--- src/rtl/lcp_pkg.sv ---
package lcp_pkg;

    localparam int WIN_BYTES = 16;
    localparam int MAX_LEN   = 15;
    localparam int LEN_W     = $clog2(MAX_LEN + 1);
    localparam int CNT_W     = $clog2(WIN_BYTES + 1);

    localparam logic [7:0] OPC_XOR_ACC = 8'h35;
    localparam logic [7:0] OPC_GRP_F7  = 8'hF7;
    localparam logic [7:0] PFX_OPSIZE  = 8'h66;
    localparam logic [7:0] PFX_ADSIZE  = 8'h67;

    typedef enum logic {
        ST_IDLE   = 1'b0,
        ST_REPORT = 1'b1
    } lcp_state_e;

    function automatic logic lcp_is_prefix(input logic [7:0] b);
        unique case (b)
            8'h66, 8'h67, 8'hF0, 8'hF2, 8'hF3,
            8'h2E, 8'h36, 8'h3E, 8'h26, 8'h64, 8'h65: return 1'b1;
            default:                                   return 1'b0;
        endcase
    endfunction

endpackage

--- src/rtl/lcp_prefix_scan.sv ---
module lcp_prefix_scan
    import lcp_pkg::*;
#(
    parameter int NB = WIN_BYTES,
    parameter int CW = CNT_W
) (
    input  logic [8*NB-1:0] win,
    output logic [CW-1:0]   pfx_cnt,
    output logic            opsz_seen
);

    logic [NB-1:0] is_pfx;
    logic [NB-1:0] in_run;

    for (genvar g = 0; g < NB; g++) begin : g_byte
        assign is_pfx[g] = lcp_is_prefix(win[8*g +: 8]);
        if (g == 0) begin : g_first
            assign in_run[g] = is_pfx[g];
        end else begin : g_next
            assign in_run[g] = in_run[g-1] & is_pfx[g];
        end
    end

    always_comb begin
        pfx_cnt   = '0;
        opsz_seen = 1'b0;
        for (int i = 0; i < NB; i++) begin
            pfx_cnt   = pfx_cnt + {{(CW-1){1'b0}}, in_run[i]};
            opsz_seen = opsz_seen | (in_run[i] && (win[8*i +: 8] == PFX_OPSIZE));
        end
    end

endmodule

--- src/rtl/lcp_len_calc.sv ---
module lcp_len_calc
    import lcp_pkg::*;
#(
    parameter int NB   = WIN_BYTES,
    parameter int CW   = CNT_W,
    parameter int LW   = LEN_W,
    parameter int LMAX = MAX_LEN
) (
    input  logic [8*NB-1:0] win,
    input  logic [CW-1:0]   pfx_cnt,
    input  logic            opsz_seen,
    output logic [LW-1:0]   len,
    output logic            stall,
    output logic            bad
);

    localparam int TW = CW + 2;

    logic [7:0]    opc;
    logic [7:0]    modrm;
    logic          have_opc;
    logic          have_modrm;
    logic          supported;
    logic [TW-1:0] imm_sz;
    logic [TW-1:0] base_len;
    logic [TW-1:0] total;
    logic [CW:0]   modrm_idx;

    always_comb begin
        opc       = 8'h00;
        modrm     = 8'h00;
        modrm_idx = {1'b0, pfx_cnt} + 1'b1;
        for (int i = 0; i < NB; i++) begin
            if (pfx_cnt == CW'(i))        opc   = win[8*i +: 8];
            if (modrm_idx == (CW+1)'(i))  modrm = win[8*i +: 8];
        end
        have_opc   = ({1'b0, pfx_cnt} < (CW+1)'(NB));
        have_modrm = (modrm_idx < (CW+1)'(NB));
    end

    always_comb begin
        imm_sz    = opsz_seen ? TW'(2) : TW'(4);
        supported = 1'b0;
        base_len  = '0;
        if (have_opc && opc == OPC_XOR_ACC) begin
            supported = 1'b1;
            base_len  = TW'(1) + imm_sz;
        end else if (have_opc && have_modrm && opc == OPC_GRP_F7 && modrm[7:6] == 2'b11) begin
            supported = 1'b1;
            base_len  = (modrm[5:3] <= 3'd1) ? (TW'(2) + imm_sz) : TW'(2);
        end
        total = {2'b00, pfx_cnt} + base_len;
        bad   = !supported || (total > TW'(LMAX));
        len   = bad ? '0 : total[LW-1:0];
        stall = !bad && opsz_seen;
    end

endmodule

--- src/rtl/lcp_stall_detect.sv ---
module lcp_stall_detect
    import lcp_pkg::*;
#(
    parameter int NB   = WIN_BYTES,
    parameter int LMAX = MAX_LEN,
    parameter int LW   = $clog2(LMAX + 1),
    parameter int CW   = $clog2(NB + 1)
) (
    input  logic            clk,
    input  logic            rst_n,
    input  logic            in_valid,
    input  logic [8*NB-1:0] in_win,
    output logic            out_len_vld,
    output logic            out_bad,
    output logic [LW-1:0]   out_len,
    output logic [CW-1:0]   out_pfx_cnt,
    output logic            out_lcp_stall
);

    lcp_state_e state_q;
    lcp_state_e state_d;

    logic [CW-1:0] scan_cnt;
    logic          scan_opsz;
    logic [LW-1:0] calc_len;
    logic          calc_stall;
    logic          calc_bad;

    logic [LW-1:0] len_q;
    logic [CW-1:0] cnt_q;
    logic          stall_q;
    logic          bad_q;

    lcp_prefix_scan #(.NB(NB), .CW(CW)) u_scan (
        .win       (in_win),
        .pfx_cnt   (scan_cnt),
        .opsz_seen (scan_opsz)
    );

    lcp_len_calc #(.NB(NB), .CW(CW), .LW(LW), .LMAX(LMAX)) u_calc (
        .win       (in_win),
        .pfx_cnt   (scan_cnt),
        .opsz_seen (scan_opsz),
        .len       (calc_len),
        .stall     (calc_stall),
        .bad       (calc_bad)
    );

    always_comb begin
        state_d = state_q;
        unique case (state_q)
            ST_IDLE:   if (in_valid) state_d = ST_REPORT;   // go_report
            ST_REPORT: if (!in_valid) state_d = ST_IDLE;    // drop_idle, else stay_report
            default:   state_d = ST_IDLE;
        endcase
    end

    always_ff @(posedge clk or negedge rst_n) begin
        if (!rst_n) state_q <= ST_IDLE;
        else        state_q <= state_d;
    end

    always_ff @(posedge clk or negedge rst_n) begin
        if (!rst_n) begin
            len_q   <= '0;
            cnt_q   <= '0;
            stall_q <= 1'b0;
            bad_q   <= 1'b0;
        end else if (in_valid) begin
            len_q   <= calc_len;
            cnt_q   <= scan_cnt;
            stall_q <= calc_stall;
            bad_q   <= calc_bad;
        end else begin
            len_q   <= '0;
            cnt_q   <= '0;
            stall_q <= 1'b0;
            bad_q   <= 1'b0;
        end
    end

    assign out_len_vld   = (state_q == ST_REPORT) && !bad_q;
    assign out_bad       = (state_q == ST_REPORT) && bad_q;
    assign out_len       = len_q;
    assign out_pfx_cnt   = cnt_q;
    assign out_lcp_stall = (state_q == ST_REPORT) && stall_q;

endmodule

--- config.mk ---
export PLATFORM = sky130hd
export DESIGN_NAME = lcp_stall_detect
export DESIGN_NICKNAME = d
export VERILOG_FILES = /design/src/rtl/lcp_pkg.sv /design/src/rtl/lcp_prefix_scan.sv /design/src/rtl/lcp_len_calc.sv /design/src/rtl/lcp_stall_detect.sv
export SDC_FILE = /design/constraint.sdc
export NUM_CORES = 1
export LEC_CHECK = 0
export ABC_CLOCK_PERIOD_IN_PS = 800
export BUFFER_PORTS_ARGS = -buffer_cell sky130_fd_sc_hd__buf_2
export CAP_MARGIN = 20
export CORE_ASPECT_RATIO = 0.8
export CORE_MARGIN = 4
export CORE_UTILIZATION = 49
export DETAILED_ROUTE_END_ITERATION = 10
export GPL_TIMING_DRIVEN = 0
export PLACE_DENSITY = 0.79
export SLEW_MARGIN = 20
export SYNTH_ARGS = -nofsm -noshare
export SYNTH_HDL_FRONTEND = slang
export SYNTH_HIERARCHICAL = 1
export SYNTH_SLANG_ARGS = --single-unit
--- constraint.sdc ---
create_clock -name clk -period 0.8 [get_ports clk]
set_clock_uncertainty 0.05 [all_clocks]
set_input_delay 0.24 -clock clk [delete_from_list [all_inputs] [get_ports clk]]
set_output_delay 0.24 -clock clk [all_outputs]
set_load 0.02 [all_outputs]
==> impl_metrics.py <==
metrics = {
    "status": {
        "outcome": "finished, violations left",
        "violations": "setup timing",
    },
    "critical_path": {
        "cp_max_fo": 10,
        "worstPathArrival_ns": 9.27,
        "cp_slowest_stage_delay_ns": 0.54,
        "criticalPathCategory": "in -> reg",
        "cpLargestDelayFamily": "adder cells",
        "cp.required_ns": 0.91,
        "worstPathBufferInverterCount": 10,
        "cpMostUsedCell": "fa_1",
        "slowest_stage": "fa_1",
        "critPathLaunchType": "input port",
        "cp-end-kind": "register",
    },
    "die": {
        "fp.coreArea_um2": 9690,
        "initial_core_util": 0.505,
        "fp.dieH_um": 97.4,
        "die-area_um2": 11700,
        "die_x_um": 120,
        "num_io_pins": 143,
        "num_rows": 32,
    },
    "cts": {
        "htree_levels": 1,
        "cts.sinks": 12,
        "clock_tree.buffer_depth": 2,
        "clk_pin_slew_ns": 0.04,
        "cts_tree": "built",
        "numCtsBuffers": 3,
        "cts_root_buffer": "clkbuf_16",
    },
    "sta": {
        "max_freq_mhz": 109,
        "slew_headroom": 0.515,
        "fin_tns_setup_ns": -74.67,
        "hold_viol": 0,
        "maxSlewViolCount": 0,
        "period_share": 11.4,
        "setup_viol": 23,
        "fin_crit_ns": 9.15,
        "worst_slew_pin_slew_ns": 0.724,
        "rsz0062_at_grt": "yes",
        "layout_setup_ws_ns": -8.35,
    },
    "logic_synthesis": {
        "yosysSeqAreaShare": 0.0614,
        "synth.distinct_cells": 91,
        "syn-instance-count": 681,
        "synth_area_um2": 4890,
        "synth-async-reset-ratio": 1.00,
        "ys.flop_type": "dfrtp_1",
        "avgSynthCellArea_um2": 7.18,
        "synth_seq_cells": 12,
        "mappedNetlistNets": 831,
        "synth-edff-count": 0,
        "synth_top_cell_by_area": "dfrtp_1",
        "yosysWarnings": 6,
        "synth_top_area_share": 0.0614,
        "synth_area_leaders": "dfrtp_1 6.1%, o21ai_0 4.6%, nor2_1 4.4%",
    },
    "power_and_ir_drop": {
        "p_switching_mw": 1.24,
        "swShare": 0.377,
        "p_comb_frac": 0.507,
        "p_per_area_nw_per_um2": 498,
        "p_seq_frac": 0.190,
        "peakVddDrop_mv": 0.486,
        "power_frac_clock": 0.303,
        "p_leak_nw": 2.66,
        "p_int_mw": 2.04,
    },
    "route": {
        "drt_wl_total_um": 25700,
        "via_per_inst": 7.22,
        "ant_nets": 0,
        "drtPass1Iterations": 5,
        "drc_errors": 0,
        "wire_per_inst_um": 25.9,
        "vias": 7167,
        "drtIter0Drc": 1001,
    },
    "cells_and_area": {
        "final_common_cell": "buf_2",
        "syn_to_final_growth_pct": 34.6,
        "fillers": 834,
        "final_cell_mix": "142 x buf_2, 53 x nor2_1, 51 x nand2_1",
        "nNetsFinal": 1006,
        "layout-drive-gt1-share": 0.344,
        "finish.instance_area_um2": 6580,
    },
    "min_path": {
        "holdPathStages": 1,
        "holdCritStartpoint": "in_valid",
        "hold_end": "state_q$_DFF_PN0_",
        "hold_path_class": "in -> reg",
    },
    "global_routing": {
        "grt_antenna_before_repair": 0,
        "grt_pass1_vias": 6792,
        "track_usage": 0.412,
        "grt_pass1_wl_um": 37900,
        "grt_max_degree": 13,
        "grt_overflow": 0,
    },
    "place": {
        "place.gp.congestion": 1.06,
        "hpwl_um": 19500,
        "placed_area_um2": 5910,
        "place_ws_ns": -9.35,
        "port_buffers": 142,
    },
    "flow_run": {
        "max_cap_violations": 0,
    },
}
-- timing repair --
item | CTS | global route
buffers inserted | 20 | 8
endpoints found under the hold margin | 12 | 0
hold buffers | 1 | 0
pin swaps | 15 | 13
resized for setup | 59 | 30
setup endpoints to repair | 23 | 23
-- through the flow --
step	utilization	total power, mW	cells	hold WS (ns)
2_1_floorplan	-	1.28	681	-0.106
3_3_place_gp	0.610	2.07	959	0.0606
3_5_place_dp	0.610	2.13	959	0.0668
4_1_cts	0.659	3.16	984	0.120
5_1_grt	0.679	3.42	991	0.127
6_report	0.679	3.28	992	0.121
-- kinds of logic after synthesis --
kind of cell	count (synthesis)	share of synthesized area
adder cells (fa/ha/maj)	19	0.0640
multiplexers	28	0.0668
AO/OA/AOI/OAI	229	0.329
XOR/XNOR	3	0.00537
buffers and inverters	73	0.0724
AND/OR/NAND/NOR	317	0.401
flip-flops	12	0.0614
-- Yosys cell counts, types with 10 or more instances --
master,count
inv_1,35
o2111ai_1,12
nor4bb_1,13
nor2_1,57
dfrtp_1,12
nand2b_1,20
nand3b_1,16
nand3_1,16
nor2b_1,25
o21ai_0,45
and2_1,18
nand2_1,54
a21oi_1,42
fa_1,10
buf_2,18
nor3_1,15
o22ai_1,17
mux2i_1,18
-- area by class of cell --
| class | instances | area, um^2 | area share |
|---|---|---|---|
| repair buffers | 171 | 1020 | 0.155 |
| multi-input cells | 596 | 4580 | 0.695 |
| diodes | 1 | 2.50 | 0.000380 |
| inverters | 37 | 145 | 0.0220 |
| well taps | 136 | 170 | 0.0258 |
| flip-flops and latches | 12 | 300 | 0.0456 |
| plain buffers | 35 | 277 | 0.0420 |
| clock buffers | 4 | 88.8 | 0.0135 |
-- power groups by stage --
stage	clock network [mW]	logic, mW	registers (mW)
floorplan	0	0.649	0.630
global placement	0	1.44	0.629
detailed placement	0	1.50	0.630
CTS	0.994	1.54	0.622
global route	1.04	1.76	0.622
finish	0.995	1.66	0.622
-- worst max path at each step --
stage	start	to	slack [ns]	cells after the start
5_1_grt	in_win[39]	out_len[2]$_DFF_PN0_	-8.44	39
2_1_floorplan	in_win[11]	out_len[2]$_DFF_PN0_	-7.67	36
6_report	in_win[79]	out_len[2]$_DFF_PN0_	-8.35	35
3_3_place_gp	in_win[79]	out_len[2]$_DFF_PN0_	-9.23	37
3_5_place_dp	in_win[79]	out_len[0]$_DFF_PN0_	-9.35	36
4_1_cts	in_win[11]	out_len[0]$_DFF_PN0_	-8.19	38
-- state kept, by name (all words and copies together), names as in the netlist --
name         flops
bad_q            1
stall_q          1
out_pfx_cnt      5
out_len          4
state_q          1
-- layer usage --
layer	up-vias	track usage	share of wire
met3	123	0.141	0.16
met5	-	0	0
met1	3355	0.538	0.37
met4	0	0.164	0.047
met2	705	0.622	0.42
li1	2984	-	-
No activity file was read; power rests on OpenSTA's default activity.
